--- config.mk ---
export PLATFORM = sky130hd
export DESIGN_NAME = dac_word_loader
export DESIGN_NICKNAME = d
export VERILOG_FILES = /design/src/rtl/dacw_pkg.sv /design/src/rtl/dacw_sync.sv /design/src/rtl/dacw_strobe_qual.sv /design/src/rtl/dacw_byte_latches.sv /design/src/rtl/dac_word_loader.sv
export SDC_FILE = /design/constraint.sdc
export NUM_CORES = 1
export LEC_CHECK = 0
export BUFFER_PORTS_ARGS = -buffer_cell sky130_fd_sc_hd__buf_2
export CORE_MARGIN = 2
export CORE_UTILIZATION = 45
export DETAILED_ROUTE_END_ITERATION = 16
export HOLD_SLACK_MARGIN = 0.06
export PLACE_DENSITY = 0.69
export SLEW_MARGIN = 20
export SYNTH_ARGS = -nofsm -noshare
export SYNTH_HDL_FRONTEND = slang
export SYNTH_SLANG_ARGS = --single-unit
export TNS_END_PERCENT = 50
--- constraint.sdc ---
create_clock -name clk_i -period 3.9 [get_ports clk_i]
set_input_delay 0 -clock clk_i [delete_from_list [all_inputs] [get_ports clk_i]]
set_output_delay 0 -clock clk_i [all_outputs]
set_load 0.02 [all_outputs]
--- src/rtl/dacw_pkg.sv ---
package dacw_pkg;
  typedef enum logic {
    SEL_LOWER = 1'b0,
    SEL_UPPER = 1'b1
  } byte_sel_e;

  function automatic int ceil_div(input int num, input int den);
    return (num + den - 1) / den;
  endfunction
endpackage

--- src/rtl/dacw_sync.sv ---
module dacw_sync #(
  parameter int               W       = 1,
  parameter logic [W-1:0]     RST_VAL = '0
) (
  input  logic         clk_i,
  input  logic         rst_ni,
  input  logic [W-1:0] d_i,
  output logic [W-1:0] q_o
);
  for (genvar b = 0; b < W; b++) begin : g_bit
    logic [1:0] stg_q;
    always_ff @(posedge clk_i or negedge rst_ni) begin
      if (!rst_ni) stg_q <= {2{RST_VAL[b]}};
      else         stg_q <= {stg_q[0], d_i[b]};
    end
    assign q_o[b] = stg_q[1];
  end
endmodule

--- src/rtl/dacw_strobe_qual.sv ---
// Qualifies an active strobe once it has been active MIN_CYCLES cycles in a row.
module dacw_strobe_qual #(
  parameter int MIN_CYCLES = 19
) (
  input  logic clk_i,
  input  logic rst_ni,
  input  logic act_i,
  output logic qual_o
);
  localparam int          CW   = (MIN_CYCLES > 2) ? $clog2(MIN_CYCLES) : 1;
  localparam logic [CW-1:0] LAST = CW'(MIN_CYCLES - 1);

  logic [CW-1:0] cnt_q;

  always_ff @(posedge clk_i or negedge rst_ni) begin
    if (!rst_ni)            cnt_q <= '0;
    else if (!act_i)        cnt_q <= '0;
    else if (cnt_q != LAST) cnt_q <= cnt_q + 1'b1;
  end

  assign qual_o = act_i && (cnt_q == LAST);
endmodule

--- src/rtl/dacw_byte_latches.sv ---
module dacw_byte_latches #(
  parameter int BYTE_W    = 8,
  parameter int NUM_BYTES = 2,
  parameter int SEL_W     = (NUM_BYTES > 1) ? $clog2(NUM_BYTES) : 1
) (
  input  logic                        clk_i,
  input  logic                        rst_ni,
  input  logic                        wr_i,
  input  logic [SEL_W-1:0]            sel_i,
  input  logic [BYTE_W-1:0]           data_i,
  output logic [NUM_BYTES*BYTE_W-1:0] word_o
);
  for (genvar g = 0; g < NUM_BYTES; g++) begin : g_byte
    logic [BYTE_W-1:0] byte_q;
    always_ff @(posedge clk_i or negedge rst_ni) begin
      if (!rst_ni)                            byte_q <= '0;
      else if (wr_i && sel_i == SEL_W'(g))    byte_q <= data_i;
    end
    assign word_o[g*BYTE_W +: BYTE_W] = byte_q;
  end
endmodule

--- src/rtl/dac_word_loader.sv ---
module dac_word_loader #(
  parameter int BYTE_W        = 8,
  parameter int CLK_PERIOD_NS = 8,
  parameter int MIN_PULSE_NS  = 150
) (
  input  logic                clk_i,
  input  logic                rst_ni,
  input  logic [BYTE_W-1:0]   data_i,
  input  logic                chip_sel_ni,
  input  logic                load_ni,
  input  logic                upper_sel_i,
  input  logic                gate_ni,
  input  logic                commit_ni,
  output logic [2*BYTE_W-1:0] code_o,
  output logic                updated_o
);
  import dacw_pkg::*;

  localparam int WORD_W           = 2 * BYTE_W;
  localparam int MIN_PULSE_CYCLES = ceil_div(MIN_PULSE_NS, CLK_PERIOD_NS);
  localparam int SYNC_W           = BYTE_W + 5;
  // strobes idle high, data and select idle low
  localparam logic [SYNC_W-1:0] SYNC_RST = {{(BYTE_W+1){1'b0}}, 4'b1111};

  logic [SYNC_W-1:0] sync_q;
  logic [BYTE_W-1:0] data_s;
  logic              upper_s, cs_s, load_s, gate_s, commit_s;
  logic              wr_act, xfer_act, wr_qual, xfer_qual;
  logic [WORD_W-1:0] latch_word;
  logic [WORD_W-1:0] code_q;
  logic              xfer_qual_r, upd_q;
  byte_sel_e         sel;

  dacw_sync #(.W(SYNC_W), .RST_VAL(SYNC_RST)) u_sync (
    .clk_i (clk_i),
    .rst_ni(rst_ni),
    .d_i   ({data_i, upper_sel_i, chip_sel_ni, load_ni, gate_ni, commit_ni}),
    .q_o   (sync_q)
  );

  assign {data_s, upper_s, cs_s, load_s, gate_s, commit_s} = sync_q;

  assign wr_act   = !cs_s && !load_s;
  assign xfer_act = !gate_s && !commit_s;
  assign sel      = upper_s ? SEL_UPPER : SEL_LOWER;

  dacw_strobe_qual #(.MIN_CYCLES(MIN_PULSE_CYCLES)) u_wr_qual (
    .clk_i (clk_i),
    .rst_ni(rst_ni),
    .act_i (wr_act),
    .qual_o(wr_qual)
  );

  dacw_strobe_qual #(.MIN_CYCLES(MIN_PULSE_CYCLES)) u_xfer_qual (
    .clk_i (clk_i),
    .rst_ni(rst_ni),
    .act_i (xfer_act),
    .qual_o(xfer_qual)
  );

  dacw_byte_latches #(.BYTE_W(BYTE_W), .NUM_BYTES(2), .SEL_W(1)) u_latches (
    .clk_i (clk_i),
    .rst_ni(rst_ni),
    .wr_i  (wr_qual),
    .sel_i (sel),
    .data_i(data_s),
    .word_o(latch_word)
  );

  // second rank follows the latches only while the transfer is qualified
  always_ff @(posedge clk_i or negedge rst_ni) begin
    if (!rst_ni) begin
      code_q      <= '0;
      xfer_qual_r <= 1'b0;
      upd_q       <= 1'b0;
    end else begin
      if (xfer_qual) code_q <= latch_word;
      xfer_qual_r <= xfer_qual;
      upd_q       <= xfer_qual_r && !xfer_qual;
    end
  end

  assign code_o    = code_q;
  assign updated_o = upd_q;
endmodule

==> results.md <==
- Clk pwr share: 40.5%
- R2R Path Start: u_xfer_qual.cnt_q[0]
- Final setup violating endpoints: 0
- Final Hold Vio Count: 0
- Post-synth top cells: 62 x dfrtp_1, 24 x mux2_2, 9 x nor2_1, 8 x dfstp_2, 8 x mux2_4
- CP max stage cell: nand2b_1
- CTS root buf: clkbuf_8
- Die Y: 78.5 µm
- Die area: 0.00616 mm²
- CTS Buffer Depth: 2
- Total number of vias: 1,323
- Global-route wire length before repair: 6350 µm
- Synthesized Nets: 168
- Post-synth top area cell: dfrtp_1
- Grt total ovfl: 0
- Initial Utilization: 45.9%
- DP Cell Count: 248
- Count of different cell masters after synthesis: 25
- P_int: 0.00106 W
- FILL cells: 447
- CTS tree: built
- Cts bufs inserted: 9
- Growth of design area from synthesis to finish: 21.6%
- Vias in the first global route: 1,359
- Ant diodes: 0
- GP Congestion: 0.665
- Via-to-Cell Ratio: 4.76
- Reg2reg end: code_o[2]
- # rows: 27
- CP Data Arrival Time: 2310 ps
- Gr usage total: 14.0%
- Crit-path max FO: 18
- Mean Syn Cell Area: 16.8 µm²
- Final Non-Filler Cells: 278
- Hold_ws: 254 ps
- Synth area leaders: dfrtp_1 62%, mux2_2 11%, dfstp_2 8.4%
- R2R setup slack: 1800 ps
- Largest stage delay on the critical path: 610 ps
- Buf+Inv Stages, Crit Path: 1
- Leak: 1.54 nW
- CP startpoint: u_xfer_qual.cnt_q[0]
- Post-Syn Area: 0.00250 mm²
- Mapped Cells: 149
- CP required: 4110 ps
- CTS clk-pin slew, worst paths: 70 ps
- Detailed-route DRC error count: 0
- Most numerous cell in the Yosys netlist: dfrtp_1
- Layout cells sized above 1: 43.2%
- Synth Register Bits: 70
- Hold Crit Class: input pin to asynchronous set/reset pin
- Comb pwr share: 2.9%
- Final Slew Violations: 0
- Final wirelength: 3780 µm
- Fin nets: 220
- Clock Skew: 5.43 ps
- Synth top area share: 62.2%
- Antenna-violating nets left: 0
- Period minus WS final: 2100 ps
- CP endpoint kind: register
- Port buffer count: 31
- Maximum clock frequency: 476 MHz
- Ys flop type: dfrtp_1
- 1st-iter DRT viols: 90
- Hold Buf Count CTS: 14
- Crit start category: register
- Worst-path cell chain: inv_1 > ha_1 > and4bb_2 > nand2b_1 > mux2_2
- WS Path Type: register to register
- Die W: 78.5 µm
- Pwr Density: 438 mW/mm²
- Peak supply drop: 0.000247 V
- Max_cap viols: 0
- Wire per inst: 13.6 µm
- Yosys Warn Count: 0
- Worst r2r path cells: 5
- Post-CTS setup buffers: 0
- Sum Neg Setup Slack: 0 ps
- Skew-Pair Late Insertion Delay: 330 ps
- Reg power frac: 56.6%
- Seq/Total Area, Yosys: 70.6%
- Switch share: 20.5%
- Normalized max-slew margin: 42.9%
- H-tree lvl count: 3
- RSZ-0062 raised after global routing: false
- Number of synthesized flops with an enable pin: 0
- Post-synthesis async set-or-reset flop share: 100%
- Initial antenna violation count: 0
- Largest delay share family, worst path: simple AND/OR/NAND/NOR gates
- Critical Path Stages: 5
- Post-CTS sizing: 0
- CP endpoint: code_o[2]
- Status: finished clean
- IO Pins: 32
- Core Footprint: 0.00544 mm²
- P_sw: 0.000273 W
- Final worst-path cycle share: 53.8%
- DP HPWL: 2380 µm
- Total iterations of the first detailed-routing run: 4
- Maximum number of pins on one net before global-route repair: 38
- Slew @ Worst Pin: 857 ps
- CTS sink count: 70
==> state kept, by name, summed over array words and instances, names as in the netlist <==
register / count
u_sync.g_bit.stg_q: 26
code_o: 16
u_latches.g_byte.byte_q: 16
u_wr_qual.cnt_q: 5
u_xfer_qual.cnt_q: 5
updated_o: 1
xfer_qual_r: 1
==> routing by layer <==
metal | GRT usage [%] | routed length [µm] | up-vias
met5 | 0 | 0 | -
met2 | 21.9 | 1910 | 37
met4 | 8.42 | 74 | 0
li1 | - | - | 609
met3 | 4.48 | 167 | 7
met1 | 17.1 | 1620 | 670
==> cell type report <==
type	count	area, µm²	share of cell area, %
clock buffer	12	135	4.45
clock inverter	4	47.5	1.57
inverter	3	11.3	0.371
multi-input combinational	71	687	22.6
sequential	70	1760	58.0
tap	72	90.1	2.97
timing repair buffer	46	303	9.98
==> logic make-up after synthesis <==
kind of cell,share of synthesized area [%]
AO/OA/AOI/OAI,0.652
XOR/XNOR,2.46
adder cells (fa/ha/maj),2.01
buffers and inverters,1.90
flip-flops,70.6
multiplexers,15.6
AND/OR/NAND/NOR,6.77
==> through the flow <==
step	instance area (µm²)	setup slack (ps)	utilization (%)	total power, W
after floorplan	2500	2070	-	0.000771
after global placement	2710	1910	49.9	0.000793
after detailed placement	2710	1820	49.9	0.000796
after CTS	3040	1800	55.8	0.00136
after global routing	3040	1680	55.8	0.00139
final	3040	1800	55.8	0.00133
==> worst min path at each step <==
stage                                     endpoint  slack (ps)  depth (start not counted)
after floorplan                          code_o[0]        -300                          0
after global placement                   code_o[7]          80                          1
after detailed placement                code_o[15]          90                          1
after CTS                               code_o[15]         260                          2
after global routing      u_sync.g_bit[8].stg_q[0]         290                          2
final                                   code_o[15]         250                          2
==> power groups by stage <==
stage,registers [W],clock network (W),logic (W)
2_1_floorplan,0.000764,0,0.00000641
3_3_place_gp,0.000765,0,0.0000274
3_5_place_dp,0.000766,0,0.0000292
4_1_cts,0.000753,0.000563,0.0000398
5_1_grt,0.000754,0.000591,0.0000443
6_report,0.000753,0.000538,0.0000386
==> cells in the final DEF (no fill, tap or decap), types with 2 or more instances in the layout <==
master,netlist,routed
clkinv_2,0,2
ha_1,4,4
nand3_1,4,4
inv_1,3,3
clkbuf_8,0,9
dfrtp_1,62,62
dlygate4sd3_1,0,14
mux2_4,8,8
xnor2_1,3,3
xor2_1,4,4
nor3_1,4,4
dfstp_2,8,8
mux2_2,24,24
buf_2,2,31
clkbuf_1,1,3
nor2_1,9,9
Note: power is estimated with default switching activity, not from simulation.
